[config.mk]
export PLATFORM = sky130hd
export DESIGN_NAME = br_resolve_unit
export DESIGN_NICKNAME = d
export VERILOG_FILES = /design/src/rtl/br_pkg.sv /design/src/rtl/br_cond_eval.sv /design/src/rtl/br_target_gen.sv /design/src/rtl/br_link_count.sv /design/src/rtl/br_resolve_unit.sv
export SDC_FILE = /design/constraint.sdc
export NUM_CORES = 1
export LEC_CHECK = 0
export ABC_CLOCK_PERIOD_IN_PS = 4810
export BUFFER_PORTS_ARGS = -buffer_cell sky130_fd_sc_hd__buf_2
export CAP_MARGIN = 10
export CORE_MARGIN = 3
export CORE_UTILIZATION = 55
export CTS_BUF_LIST = sky130_fd_sc_hd__clkbuf_4
export DETAILED_ROUTE_END_ITERATION = 8
export PLACE_DENSITY = 0.93
export SLEW_MARGIN = 20
export SYNTH_ARGS = -nofsm -noshare
export SYNTH_HDL_FRONTEND = slang
export SYNTH_HIERARCHICAL = 1
export SYNTH_SLANG_ARGS = --single-unit
[constraint.sdc]
create_clock -name clk -period 4.81 [get_ports clk]
set_clock_uncertainty 0.05 [all_clocks]
set_input_delay 0.481 -clock clk [delete_from_list [all_inputs] [get_ports clk]]
set_output_delay 0.481 -clock clk [all_outputs]
set_load 0.1 [all_outputs]
[src/rtl/br_pkg.sv]
package br_pkg;
    typedef enum logic [1:0] {
        BK_DISP_U    = 2'd0,
        BK_DISP_C    = 2'd1,
        BK_VIA_LINK  = 2'd2,
        BK_VIA_COUNT = 2'd3
    } br_kind_e;

    typedef enum logic {
        ST_IDLE     = 1'b0,
        ST_RESOLVED = 1'b1
    } res_state_e;

    localparam int FIELDS_W = 26;
    localparam int LI_W     = 24;
    localparam int BD_W     = 14;
endpackage

[src/rtl/br_cond_eval.sv]
module br_cond_eval
    import br_pkg::*;
#(
    parameter int ADDR_W = 32
) (
    input  br_kind_e            kind,
    input  logic [3:0]          bo_hi,     // BO[0..3], BO[0] at bit 3
    input  logic [4:0]          bi,
    input  logic [31:0]         cr,
    input  logic [ADDR_W-1:0]   ctr,
    output logic                cond_ok,
    output logic                ctr_upd,
    output logic [ADDR_W-1:0]   ctr_next
);
    logic skip_cr, skip_ctr, want_zero, want_bit;
    logic cr_bit, cr_pass, ctr_pass, is_cond;

    assign skip_cr   = bo_hi[3];
    assign want_bit  = bo_hi[2];
    assign skip_ctr  = bo_hi[1];
    assign want_zero = bo_hi[0];
    assign is_cond   = (kind != BK_DISP_U);

    always_comb begin
        cr_bit   = cr[5'd31 - bi];
        cr_pass  = skip_cr || (cr_bit == want_bit);
        ctr_next = ctr - {{(ADDR_W-1){1'b0}}, 1'b1};
        ctr_upd  = is_cond && !skip_ctr;
        if (skip_ctr)
            ctr_pass = 1'b1;
        else if (want_zero)
            ctr_pass = (ctr_next == '0);
        else
            ctr_pass = (ctr_next != '0);
        cond_ok = !is_cond || (cr_pass && ctr_pass);
    end

    always_comb begin
        if (!is_cond) AST_UNCOND_NO_DEC: assert (!ctr_upd && cond_ok);
    end
endmodule

[src/rtl/br_target_gen.sv]
module br_target_gen
    import br_pkg::*;
#(
    parameter int ADDR_W = 32
) (
    input  br_kind_e               kind,
    input  logic [FIELDS_W-1:0]    fields,
    input  logic [ADDR_W-1:0]      cia,
    input  logic [ADDR_W-1:0]      lr,
    input  logic [ADDR_W-1:0]      ctr,
    output logic [ADDR_W-1:0]      target
);
    localparam int LONG_W  = LI_W + 2;
    localparam int SHORT_W = BD_W + 2;
    localparam logic [ADDR_W-1:0] ALIGN_MASK = ~{{(ADDR_W-2){1'b0}}, 2'b11};

    logic [LI_W-1:0]   li;
    logic [BD_W-1:0]   bd;
    logic              aa;
    logic [ADDR_W-1:0] disp_long, disp_short, disp, base;

    assign li = fields[LI_W+1:2];
    assign bd = fields[BD_W+1:2];
    assign aa = fields[1];

    assign disp_long  = {{(ADDR_W-LONG_W){li[LI_W-1]}}, li, 2'b00};
    assign disp_short = {{(ADDR_W-SHORT_W){bd[BD_W-1]}}, bd, 2'b00};

    always_comb begin
        disp = (kind == BK_DISP_U) ? disp_long : disp_short;
        base = aa ? '0 : cia;
        unique case (kind)
            BK_DISP_U, BK_DISP_C: target = base + disp;
            BK_VIA_LINK:          target = lr & ALIGN_MASK;
            BK_VIA_COUNT:         target = ctr & ALIGN_MASK;
            default:              target = base + disp;
        endcase
    end

    always_comb begin
        if (kind == BK_VIA_LINK || kind == BK_VIA_COUNT)
            AST_IND_LOW_ZERO: assert (target[1:0] == 2'b00);
    end
endmodule

[src/rtl/br_link_count.sv]
module br_link_count #(
    parameter int ADDR_W = 32
) (
    input  logic                clk,
    input  logic                rst_n,
    input  logic                upd_en,
    input  logic                link_en,
    input  logic [ADDR_W-1:0]   link_val,
    input  logic                ctr_upd,
    input  logic [ADDR_W-1:0]   ctr_next,
    input  logic                lr_we,
    input  logic [ADDR_W-1:0]   lr_wdata,
    input  logic                ctr_we,
    input  logic [ADDR_W-1:0]   ctr_wdata,
    output logic [ADDR_W-1:0]   lr_q,
    output logic [ADDR_W-1:0]   ctr_q
);
    always_ff @(posedge clk) begin
        if (!rst_n) begin
            lr_q  <= '0;
            ctr_q <= '0;
        end else begin
            if (lr_we)
                lr_q <= lr_wdata;
            else if (upd_en && link_en)
                lr_q <= link_val;
            if (ctr_we)
                ctr_q <= ctr_wdata;
            else if (upd_en && ctr_upd)
                ctr_q <= ctr_next;
        end
    end

    AST_LOAD_WINS: assert property (@(posedge clk) disable iff (!rst_n)
        ctr_we |=> ctr_q == $past(ctr_wdata));
    AST_CTR_QUIET: assert property (@(posedge clk) disable iff (!rst_n)
        (!ctr_we && !(upd_en && ctr_upd)) |=> $stable(ctr_q));
endmodule

[src/rtl/br_resolve_unit.sv]
module br_resolve_unit
    import br_pkg::*;
#(
    parameter int ADDR_W = 32
) (
    input  logic                clk,
    input  logic                rst_n,
    input  logic                br_valid,
    input  logic [1:0]          br_kind,
    input  logic [25:0]         br_fields,
    input  logic [ADDR_W-1:0]   br_cia,
    input  logic [31:0]         cr_bits,
    input  logic                lr_we,
    input  logic [ADDR_W-1:0]   lr_wdata,
    input  logic                ctr_we,
    input  logic [ADDR_W-1:0]   ctr_wdata,
    output logic                res_valid,
    output logic                res_taken,
    output logic [ADDR_W-1:0]   res_next_pc,
    output logic [ADDR_W-1:0]   lr_value,
    output logic [ADDR_W-1:0]   ctr_value
);
    localparam logic [ADDR_W-1:0] STEP = ADDR_W'(4);

    br_kind_e          kind;
    res_state_e        state_q, state_d;
    logic              cond_ok, ctr_upd;
    logic [ADDR_W-1:0] ctr_next, target, seq_pc;
    logic [ADDR_W-1:0] lr_q, ctr_q;
    logic              taken_q, ind_q;
    logic [ADDR_W-1:0] next_q;

    assign kind   = br_kind_e'(br_kind);
    assign seq_pc = br_cia + STEP;

    br_cond_eval #(.ADDR_W(ADDR_W)) u_cond (
        .kind     (kind),
        .bo_hi    (br_fields[25:22]),
        .bi       (br_fields[20:16]),
        .cr       (cr_bits),
        .ctr      (ctr_q),
        .cond_ok  (cond_ok),
        .ctr_upd  (ctr_upd),
        .ctr_next (ctr_next)
    );

    br_target_gen #(.ADDR_W(ADDR_W)) u_tgt (
        .kind   (kind),
        .fields (br_fields),
        .cia    (br_cia),
        .lr     (lr_q),
        .ctr    (ctr_q),
        .target (target)
    );

    br_link_count #(.ADDR_W(ADDR_W)) u_regs (
        .clk       (clk),
        .rst_n     (rst_n),
        .upd_en    (br_valid),
        .link_en   (br_fields[0]),
        .link_val  (seq_pc),
        .ctr_upd   (ctr_upd),
        .ctr_next  (ctr_next),
        .lr_we     (lr_we),
        .lr_wdata  (lr_wdata),
        .ctr_we    (ctr_we),
        .ctr_wdata (ctr_wdata),
        .lr_q      (lr_q),
        .ctr_q     (ctr_q)
    );

    // state register
    always_ff @(posedge clk) begin
        if (!rst_n) state_q <= ST_IDLE;
        else        state_q <= state_d;
    end

    always_comb begin
        state_d = state_q;
        unique case (state_q)
            ST_IDLE:     state_d = br_valid ? ST_RESOLVED : ST_IDLE;
            ST_RESOLVED: state_d = br_valid ? ST_RESOLVED : ST_IDLE;
            default:     state_d = ST_IDLE;
        endcase
    end

    // result capture
    always_ff @(posedge clk) begin
        if (!rst_n) begin
            taken_q <= 1'b0;
            next_q  <= '0;
            ind_q   <= 1'b0;
        end else if (br_valid) begin
            taken_q <= cond_ok;
            next_q  <= cond_ok ? target : seq_pc;
            ind_q   <= (kind == BK_VIA_LINK) || (kind == BK_VIA_COUNT);
        end
    end

    // outputs
    always_comb begin
        res_valid   = (state_q == ST_RESOLVED);
        res_taken   = taken_q;
        res_next_pc = next_q;
        lr_value    = lr_q;
        ctr_value   = ctr_q;
    end

    AST_RES_FOLLOWS: assert property (@(posedge clk) disable iff (!rst_n)
        br_valid |=> res_valid);
    AST_RES_QUIET: assert property (@(posedge clk) disable iff (!rst_n)
        !br_valid |=> !res_valid);
    AST_UNCOND_TAKEN: assert property (@(posedge clk) disable iff (!rst_n)
        (br_valid && br_kind == 2'd0) |=> res_taken);
    AST_NOT_TAKEN_SEQ: assert property (@(posedge clk) disable iff (!rst_n)
        br_valid |=> (res_taken || res_next_pc == $past(br_cia) + STEP));
    AST_CR_MISS: assert property (@(posedge clk) disable iff (!rst_n)
        (br_valid && br_kind != 2'd0 && !br_fields[25]
         && cr_bits[5'd31 - br_fields[20:16]] != br_fields[24]) |=> !res_taken);
    AST_LINK_SET: assert property (@(posedge clk) disable iff (!rst_n)
        (br_valid && br_fields[0] && !lr_we) |=> lr_value == $past(br_cia) + STEP);
    AST_CTR_DEC: assert property (@(posedge clk) disable iff (!rst_n)
        (br_valid && br_kind != 2'd0 && !br_fields[23] && !ctr_we)
        |=> ctr_value == $past(ctr_value) - ADDR_W'(1));
    AST_IND_ALIGN: assert property (@(posedge clk) disable iff (!rst_n)
        (res_valid && res_taken && ind_q) |-> res_next_pc[1:0] == 2'b00);
endmodule

==> results by group <==
Drt
  – Via Count: 10440
  – Highest routed layer: met4
  – M1 wire length: approximately 13 mm
  – DR iter-0 viols: about 1500
  – DR vias/cell: 6.566
  – Met2 routed wirelength: 14.69 mm
  – Antenna-violating nets left: 0
  – DRT Wirelength: between 30 and 40 mm
  – TritonRoute pass-1 iters: 6
  – Drc violations: 0
  – WL per Instance: 20.26 um
  – Routed met3 length: 3.334 mm

Setup path
  – Arrival @ worst endpoint: 4.29 ns
  – Worst R2R End: res_next_pc[10]$_SDFFE_PN0P_
  – R2r setup slk: 0.79 ns
  – Peak per-stage delay on the critical path: 0.42 ns
  – CP Data Required Time: 5.08 ns
  – Critical path's most frequent cell: nor2_1
  – Crit path to: res_next_pc[10]$_SDFFE_PN0P_
  – Crit. Startpoint: u_regs/ctr_q[0]$_SDFFE_PN0P_
  – FF-to-FF path depth: 13
  – Worst Path Max Fanout: 17
  – R2R Path Start: u_regs/ctr_q[0]$_SDFFE_PN0P_
  – Setup CP Type: reg2reg
  – Crit-path slowest cell: dfxtp_1
  – Crit. End Element: register
  – Startpoint Class: register
  – CP cell instances: inv_1 -> ha_1 -> nor4b_4 -> nand2_2 -> o31a_1 -> nor4_1 -> a41oi_1 -> a311oi_1 -> nor2b_1 -> buf_4 -> nor2_1 -> a221oi_1 -> nor2_1

Die
  – Core Footprint: between 15000 and 20000 um^2
  – Die footprint: about 19000 um^2
  – Io pins: 259
  – Initial Util: between 50% and 60%
  – Std-Cell Rows: 47
  – Die width: 137.5 um
  – Chip height: 137.5 um

Clock network
  – # H-tree levels: 3
  – Clk buf depth: 2
  – CTS root buffer: clkbuf_4
  – CTS resizes: 0
  – Post-CTS Setup Inserts: 0
  – Clock transition at path regs: 0.17 ns
  – Clk sinks: 98
  – Total CTS buffers: 9
  – Hold buffer count at CTS: 0
  – CTS tree: built
  – Clk_lat worst skew: 0.45 ns

Synth
  – Most used DFF post-synth: dfxtp_1
  – Synth warnings: 6
  – Distinct cells, synth: between 90 and 100
  – Register area share after synthesis: 20.64%
  – Seq cells post-synth: 98
  – Yosys top cell area share: 20.64%
  – Post-Synthesis Cell Area: 9504 um^2
  – Syn Area/Cell: between 8 and 9 um^2
  – Synth area leaders: dfxtp_1 (21%), o311a_1 (6.8%), nand2b_1 (5.1%), and3_1 (4.7%), ha_1 (4.2%)
  – Post-synth top area cell: dfxtp_1
  – Synth async-reset ratio: 0%
  – Mapped Cells: 1173
  – Post-synth EDFFs: 0
  – Syn Nets: between 1000 and 1500

Run status
  – Status: completed

STA
  – WHS: 0.2924 ns
  – Worst-Margin Slew: 1.072 ns
  – Final slew viol count: 0
  – Slew HR: 28.56%
  – Final period utilization: 83.64%
  – Final number of hold-violating endpoints: 0
  – Final setup violation count: 0
  – Max Fclk: around 0.25 GHz
  – Tmin final: 4.023 ns
  – RSZ-0062 raised after global routing: false
  – Setup_tns: 0 ns

Pwr
  – Leak: 5.159 nW
  – Pwr dens: roughly 260 nW/um^2
  – Worst VDD drop: between 0.15 and 0.2 mV

Place
  – DP HPWL: 24.58 mm
  – PortBufs: 258
  – Routability cong.: 1.050

Global routing
  – First-pass GRT wire length: 48.35 mm
  – Vias in the first global route: 9302
  – Total gr overflow: 0
  – Initial antenna violation count: 1
  – Overall Global Routing Usage: between 30% and 40%
  – Largest net degree at the start of global routing: 84

Cells and area
  – Final net count: 1559
  – Register area: 1962 um^2
  – Fill count: between 1000 and 1500
  – Multi-input gate area: roughly 7000 um^2
  – Syn-to-layout area delta: 13.76%
  – Layout cell share with drive strength beyond 1: 25.71%

Flow run
  – Max-Cap Viols: 0

Worst hold path
  – HP Class: in2reg
-- flip-flops by register name (all words and copies together) (netlist names) --
register / flops
res_valid: 1
res_taken: 1
u_regs/lr_q: 32
u_regs/ctr_q: 32
res_next_pc: 32
-- routing by layer --
metal  vias to the layer above  global-route usage [%]
li1                       4811                       -
met1                      4870                   44.20
met2                       670                   50.79
met3                        89                   4.383
met4                         0                   11.03
met5                         -                       0
-- critical path: cells and delay by family, from the launching register on --
kind / cells / cell delay [ns]
AOI/OAI and AO/OA: 4 / 1.17
adders and majority gates: 1 / 0.26
and+or+nand+nor: 6 / 1.60
DFF: 1 / 0.42
buffers and inverters: 2 / 0.39
-- power by group --
group	switching (mW)	total (mW)	internal, mW
Clock	0.293	0.398	0.105
Combinational	1.03	1.46	0.425
Sequential	0.0890	0.970	0.881
-- stage by stage --
step	power, mW	instances	area [um^2]	utilization (%)	setup slack [ns]
floorplan	2.085	1173	9504	-	0.7273
global route	2.944	1590	10810	64.51	0.6100
detailed placement	2.413	1574	10700	63.82	0.8539
global placement	2.395	1574	10700	63.82	0.9234
finish	2.827	1590	10810	64.51	0.7868
CTS	2.799	1589	10810	64.48	0.9294
-- final cells by class --
type / count / area share, %
Antenna cell: 1 / 0.02315
Tap cell: 220 / 2.546
Sequential cell: 98 / 18.15
Timing Repair Buffer: 269 / 12.75
Clock inverter: 6 / 0.3935
Clock buffer: 9 / 0.6249
Inverter: 23 / 0.7985
Multi-Input combinational cell: 964 / 64.71
-- worst min-delay path by stage --
| stage | startpoint | endpoint | cells after the start |
|---|---|---|---|
| 2_1_floorplan | rst_n | res_next_pc[23]$_SDFFE_PN0P_ | 1 |
| 3_3_place_gp | res_next_pc[5]$_SDFFE_PN0P_ | res_next_pc[5]$_SDFFE_PN0P_ | 2 |
| 3_5_place_dp | res_next_pc[4]$_SDFFE_PN0P_ | res_next_pc[4]$_SDFFE_PN0P_ | 2 |
| 4_1_cts | ctr_wdata[6] | u_regs/ctr_q[6]$_SDFFE_PN0P_ | 3 |
| 5_1_grt | lr_wdata[0] | u_regs/lr_q[0]$_SDFFE_PN0P_ | 3 |
| 6_report | lr_wdata[3] | u_regs/lr_q[3]$_SDFFE_PN0P_ | 3 |
-- logic make-up after synthesis --
| kind of cell | synth area share, % |
|---|---|
| simple gates | 29.67 |
| compound gates | 27.92 |
| buf+inv | 5.766 |
| flops | 20.64 |
| xor+xnor | 5.253 |
| mux | 6.319 |
| fa+ha+maj | 4.423 |
-- cell usage after synthesis, types with 10 or more instances --
library cell	count
buf_2	15
o211ai_1	11
a32o_1	11
a21boi_1	23
nand2_1	87
nand4_1	18
clkbuf_1	47
o311a_1	65
xnor2_1	28
dfxtp_1	98
nand3_1	21
mux4_2	10
a21boi_0	46
nor2b_1	35
a21o_1	13
xor2_1	29
o21a_1	10
inv_1	23
nor3_1	25
and3_1	72
mux2i_1	24
o21ai_0	27
or2_2	14
nand2b_1	77
a22o_1	12
nor2_1	56
ha_1	32
mux2_2	12
a21oi_1	48
nor4_1	21
-- cells in the final DEF (no fill, tap or decap), types with 11 or more instances in the layout --
| master | instances |
|---|---|
| a21boi_0 | 46 |
| a21boi_1 | 23 |
| a21o_1 | 13 |
| a21oi_1 | 48 |
| a22o_1 | 12 |
| a32o_1 | 11 |
| and3_1 | 72 |
| buf_2 | 256 |
| buf_4 | 13 |
| dfxtp_1 | 98 |
| ha_1 | 32 |
| inv_1 | 23 |
| mux2_2 | 12 |
| mux2i_1 | 24 |
| nand2_1 | 87 |
| nand2b_1 | 77 |
| nand3_1 | 21 |
| nand4_1 | 18 |
| nor2_1 | 55 |
| nor2b_1 | 35 |
| nor3_1 | 25 |
| nor4_1 | 21 |
| o211ai_1 | 11 |
| o21ai_0 | 27 |
| o311a_1 | 65 |
| or2_2 | 14 |
| xnor2_1 | 28 |
| xor2_1 | 29 |
No activity file was read; power rests on OpenSTA's default activity.
